File: src/rtl/shadow_screen_pkg.sv
package shadow_screen_pkg;

  // Access sequencer states
  typedef enum logic [2:0] {
    SQ_IDLE  = 3'd0,  // waiting for a strobe on a claimed address
    SQ_FAST  = 3'd1,  // single-cycle fast RAM access, acknowledged now
    SQ_WWAIT = 3'd2,  // mirrored write, waiting on the slow side
    SQ_ACK   = 3'd3,  // slow side finished, acknowledge the CPU
    SQ_DONE  = 3'd4   // wait for the strobe to be released
  } seq_state_t;

  // Decoded window of the current address
  typedef struct packed {
    logic disp;   // display window: mirrored writes
    logic spare;  // spare bank: fast RAM only
  } win_hit_t;

endpackage

File: src/rtl/shadow_win_decode.sv
module shadow_win_decode
  import shadow_screen_pkg::*;
#(
  parameter int unsigned ADDR_W     = 22,
  parameter int unsigned DISP_BASE  = 32'h0002_0000,
  parameter int unsigned DISP_SIZE  = 32'h0000_8000,
  parameter int unsigned SPARE_SIZE = 32'h0001_0000
) (
  input  logic [ADDR_W-1:0] addr,
  output win_hit_t          hit
);

  localparam int unsigned NWIN       = 2;
  localparam int unsigned SPARE_BASE = DISP_BASE + DISP_SIZE;

  logic [NWIN-1:0] in_win;

  for (genvar g = 0; g < NWIN; g++) begin : g_win
    localparam int unsigned W_BASE = (g == 0) ? DISP_BASE : SPARE_BASE;
    localparam int unsigned W_SIZE = (g == 0) ? DISP_SIZE : SPARE_SIZE;
    localparam bit POW2    = ((W_SIZE & (W_SIZE - 1)) == 0);
    localparam bit ALIGNED = POW2 && ((W_BASE % W_SIZE) == 0);

    if (ALIGNED) begin : g_mask
      // aligned power-of-two window: compare upper bits only
      localparam logic [ADDR_W-1:0] MASK = ~(ADDR_W'(W_SIZE - 1));
      localparam logic [ADDR_W-1:0] BASE = ADDR_W'(W_BASE);
      assign in_win[g] = ((addr & MASK) == BASE);
    end else begin : g_range
      // arbitrary window: two magnitude comparisons
      localparam logic [ADDR_W:0] LO = (ADDR_W+1)'(W_BASE);
      localparam logic [ADDR_W:0] HI = (ADDR_W+1)'(W_BASE + W_SIZE);
      logic [ADDR_W:0] a_ext;
      assign a_ext     = {1'b0, addr};
      assign in_win[g] = (a_ext >= LO) && (a_ext < HI);
    end
  end

  assign hit.disp  = in_win[0];
  assign hit.spare = in_win[1];

endmodule

File: src/rtl/shadow_access_seq.sv
module shadow_access_seq
  import shadow_screen_pkg::*;
(
  input  logic     clk,
  input  logic     rst_n,
  input  logic     req,
  input  logic     rnw,
  input  win_hit_t hit,
  input  logic     slow_ack,
  output logic     fast_sel,
  output logic     fast_we,
  output logic     slow_sel,
  output logic     done
);

  seq_state_t st_q, st_d;
  logic       rnw_q;
  logic       claim;
  logic       mirror;

  assign claim  = req && (hit.disp || hit.spare);
  assign mirror = hit.disp && !rnw;

  always_comb begin
    st_d = st_q;
    unique case (st_q)
      SQ_IDLE:  if (claim) st_d = mirror ? SQ_WWAIT : SQ_FAST;
      SQ_FAST:  st_d = SQ_DONE;
      SQ_WWAIT: if (slow_ack) st_d = SQ_ACK;
      SQ_ACK:   st_d = SQ_DONE;
      SQ_DONE:  if (!req) st_d = SQ_IDLE;
      default:  st_d = SQ_IDLE;
    endcase
  end

  always_ff @(posedge clk or negedge rst_n) begin
    if (!rst_n) begin
      st_q  <= SQ_IDLE;
      rnw_q <= 1'b1;
    end else begin
      st_q <= st_d;
      if (st_q == SQ_IDLE && claim) rnw_q <= rnw;
    end
  end

  assign fast_sel = (st_q == SQ_FAST) || (st_q == SQ_WWAIT);
  assign fast_we  = ((st_q == SQ_FAST) && !rnw_q) || (st_q == SQ_WWAIT);
  assign slow_sel = (st_q == SQ_WWAIT);
  assign done     = (st_q == SQ_FAST) || (st_q == SQ_ACK);

endmodule

File: src/rtl/shadow_screen_wt.sv
module shadow_screen_wt
  import shadow_screen_pkg::*;
#(
  parameter int unsigned ADDR_W     = 22,
  parameter int unsigned DISP_BASE  = 32'h0002_0000,
  parameter int unsigned DISP_SIZE  = 32'h0000_8000,
  parameter int unsigned SPARE_SIZE = 32'h0001_0000
) (
  input  logic              clk,
  input  logic              rst_n,
  input  logic [ADDR_W-1:0] cpu_addr,
  input  logic              cpu_rnw,
  input  logic              cpu_as,
  input  logic              vid_ack,
  output logic              fram_sel,
  output logic              fram_we,
  output logic              vid_sel,
  output logic              cpu_dtack
);

  win_hit_t hit;

  shadow_win_decode #(
    .ADDR_W    (ADDR_W),
    .DISP_BASE (DISP_BASE),
    .DISP_SIZE (DISP_SIZE),
    .SPARE_SIZE(SPARE_SIZE)
  ) u_decode (
    .addr(cpu_addr),
    .hit (hit)
  );

  shadow_access_seq u_seq (
    .clk     (clk),
    .rst_n   (rst_n),
    .req     (cpu_as),
    .rnw     (cpu_rnw),
    .hit     (hit),
    .slow_ack(vid_ack),
    .fast_sel(fram_sel),
    .fast_we (fram_we),
    .slow_sel(vid_sel),
    .done    (cpu_dtack)
  );

endmodule

File: config.mk
export PLATFORM = sky130hd
export DESIGN_NAME = shadow_screen_wt
export DESIGN_NICKNAME = d
export VERILOG_FILES = /design/src/rtl/shadow_screen_pkg.sv /design/src/rtl/shadow_win_decode.sv /design/src/rtl/shadow_access_seq.sv /design/src/rtl/shadow_screen_wt.sv
export SDC_FILE = /design/constraint.sdc
export NUM_CORES = 1
export LEC_CHECK = 0
export ABC_CLOCK_PERIOD_IN_PS = 1590
export CORE_AREA = 5 5 42 44
export CTS_CLUSTER_SIZE = 10
export DETAILED_ROUTE_END_ITERATION = 7
export DIE_AREA = 0 0 47 49
export DONT_BUFFER_PORTS = 1
export PLACE_DENSITY = 0.43
export SYNTH_ARGS = -nofsm -noshare
export SYNTH_HDL_FRONTEND = slang
export SYNTH_SLANG_ARGS = --single-unit
File: constraint.sdc
create_clock -name clk -period 1.59 [get_ports clk]
set_input_delay 0.318 -clock clk [delete_from_list [all_inputs] [get_ports clk]]
set_output_delay 0.318 -clock clk [all_outputs]
set_load 0.05 [all_outputs]
==> out/results.ini, run 1 <==
[run_status]
run_status=finished, violations left
violations=setup timing

[power_and_ir_drop]
fin_total_pwr_w=0.000352
ir_drop_uv=314
power.static_leakage_nw=0.166
power_density_nw_per_um2=868

[clock_tree]
cts_max_level=1
clockRootBuffer=clkbuf_4
clk_latency_ps=240
clock_sinks=4
cts_buffer_depth=2
cts_tree=yes
clk_pin_slew_ps=40
cts_buffers=3

[setup_path]
cp_slowest_stage_delay_ps=370
slowest_stage=dfrtp_1
endpoint=fram_we
required_ps=1270
arrival_ps=1270
worstSetupStartpointType=flip-flop
regToRegSetupSlack_ps=340
r2r_start=u_seq.st_q[1]
critical_path_buf_inv_count=1
startpoint=u_seq.st_q[1]
crit_type=flip-flop to output pin
worstSetupEndpointType=output pin
reg2reg_depth=3
crit_chain=nand2b_4 > or2_4 > a21oi_4 > buf_12
crit_family=flip-flops
cp.depth=4
worstPathMaxFanout=2
timing.rr.end=u_seq.rnw_q

[logic_synthesis]
syn_avg_cell_area_sq_um=9.51
yosysMostFrequentCell=dfrtp_1
ys.flop_type=dfrtp_1
synth_area_leaders=dfrtp_1 32%, dfstp_2 11%, and2_1 5.3%, nand2b_1 5.3%, nor4_2 5.3%
synth_edf_count=0
netlist.area_leader.share_pct=31.6
synth_top_area_cell=dfrtp_1
ys_ff_latch=4
syn-cell-area_sq_um=238
seq_area_frac_synth_pct=42.6
synth.distinct_cells=18
syn_nets=52
synth_warnings=0
async_flop_share_pct=100
netlist_instances=25

[routing]
avgViaCountPerCell=4.38
vias=232
postRouteAntennaNets=0
first_pass_iters=1
wl_um=585
drc=0
dr.first_iter.drc_count=0
post_drt_wl_per_cell_um=11.0

[timing]
worstMarginPinSlew_ps=297
worst_slack_ps=-1.07
period_needed_ps=1590
setup_tns_ps=-1.07
rsz0062_at_grt=yes
fmax_mhz=629
slew_viol_final=0
fin_worst_skew_ps=7.40
hold_viol=0
relSlewSlack_pct=80.2
post-route-period-util_pct=100
final-setup-viol-count=1

[hold_path]
whs_path_depth=1
hold_path_class=primary input to flip-flop

[placed_design]
io_buffers=0
dpl.cell_count=47
post-dp-hpwl_um=468
placed_area_sq_um=323
gp_congestion=0.698

[grt]
grt_pass1_wl_um=1050
grt_pass1_vias=249
antenna_found_initial=0
grt_overflow=0
grt_use_total_pct=6.51
grt_max_degree=8

[floorplanning]
die_w_um=47
num_rows=14
initial_core_util_pct=17.0
coreArea_sq_um=1400
die_h_um=49
ioPinCount=31
die_area_sq_um=2300

[final_layout]
final_cells=53
fin_util_pct=28.9
nets=65
n_antenna_cell=0
syn2layout_area_growth_pct=70.5
fin_area_sq_um=405
fillers=160
drive_above_1_share_pct=56.8

[flow_run]
cap_violations=0

-- per-stage QoR --
stage / worst slack, ps / hold WS (ps)
2_1_floorplan: -95.2 / 22.4
3_3_place_gp: 129 / 22.6
4_1_cts: -14.8 / 233
6_report: -1.07 / 240
5_1_grt: -56.5 / 241
3_5_place_dp: 124 / 22.6
-- cell families after synthesis --
family | count (synthesis) | share of synthesized area, %
AND/OR/NAND/NOR | 15 | 38.4
multiplexers | 1 | 4.74
AO/OA/AOI/OAI | 5 | 14.2
flip-flops | 4 | 42.6
-- per-layer routing --
| metal | vias to the layer above | share of wire, % | global-route usage (%) |
|---|---|---|---|
| li1 | 117 | - | - |
| met1 | 106 | 36 | 7.57 |
| met2 | 7 | 54 | 9.05 |
| met3 | 2 | 6.3 | 1.11 |
| met4 | 0 | 4.1 | 6.91 |
| met5 | - | 0 | 0 |
-- worst min path at each step --
stage,start,end,slack [ps]
2_1_floorplan,rst_n,u_seq.st_q[0],20
3_3_place_gp,rst_n,u_seq.st_q[2],20
3_5_place_dp,rst_n,u_seq.st_q[2],20
4_1_cts,cpu_rnw,u_seq.rnw_q,230
5_1_grt,cpu_rnw,u_seq.rnw_q,240
6_report,cpu_rnw,u_seq.rnw_q,240
-- power by group --
group          switching, W  internal (W)
Clock             0.0000459     0.0000944
Sequential       0.00000912      0.000114
Combinational     0.0000467     0.0000417
-- cell type report --
class	instances	area [sq um]	area share [%]
clock buffers	4	26.3	6.48
multi-input cells	21	171	42.3
flip-flops and latches	4	101	25.0
well taps	16	20.0	4.94
repair buffers	8	86.3	21.3
-- state kept, by name, summed over array words and instances (netlist names) --
register,count
u_seq.rnw_q,1
u_seq.st_q,3
-- layout by cell type (no fill, tap or decap), drive strengths merged --
cell,Yosys,layout
mux2,1,1
buf,0,7
dfrtp,3,3
and2b,1,1
nor3,1,1
nor2,2,2
nor2b,1,1
nor4,2,2
o21a,1,1
clkbuf,0,4
or2,1,1
a31o,1,1
a21oi,2,2
nand4,1,1
nand2,2,2
and2,2,2
dlygate4sd3,0,1
dfstp,1,1
o31ai,1,1
nand2b,2,2
-- worst reg2reg max path: stages (launching register included) --
cell and delay, ps:
dfrtp_1 370, buf_4 170, nor4_2 270, mux2_2 360
-- what timing repair did --
item | CTS | global route
hold buffers | 1 | 0
setup buffers | 1 | 0
setup endpoints to repair | 3 | 3
hold endpoints to repair | 4 | 0
pin swaps | 1 | 0
gates resized for setup | 8 | 0
(Power assumes the default switching activity.)
==> run 2, diff against run 1 <==
--- a/config.mk
+++ b/config.mk
@@ -11,6 +11,7 @@
 export DETAILED_ROUTE_END_ITERATION = 7
 export DIE_AREA = 0 0 47 49
 export DONT_BUFFER_PORTS = 1
+export GPL_ROUTABILITY_DRIVEN = 0
 export PLACE_DENSITY = 0.43
 export SYNTH_ARGS = -nofsm -noshare
 export SYNTH_HDL_FRONTEND = slang
==> results of run 2 <==
No change in the layout: final DEF, timing and power equal those of run 1.
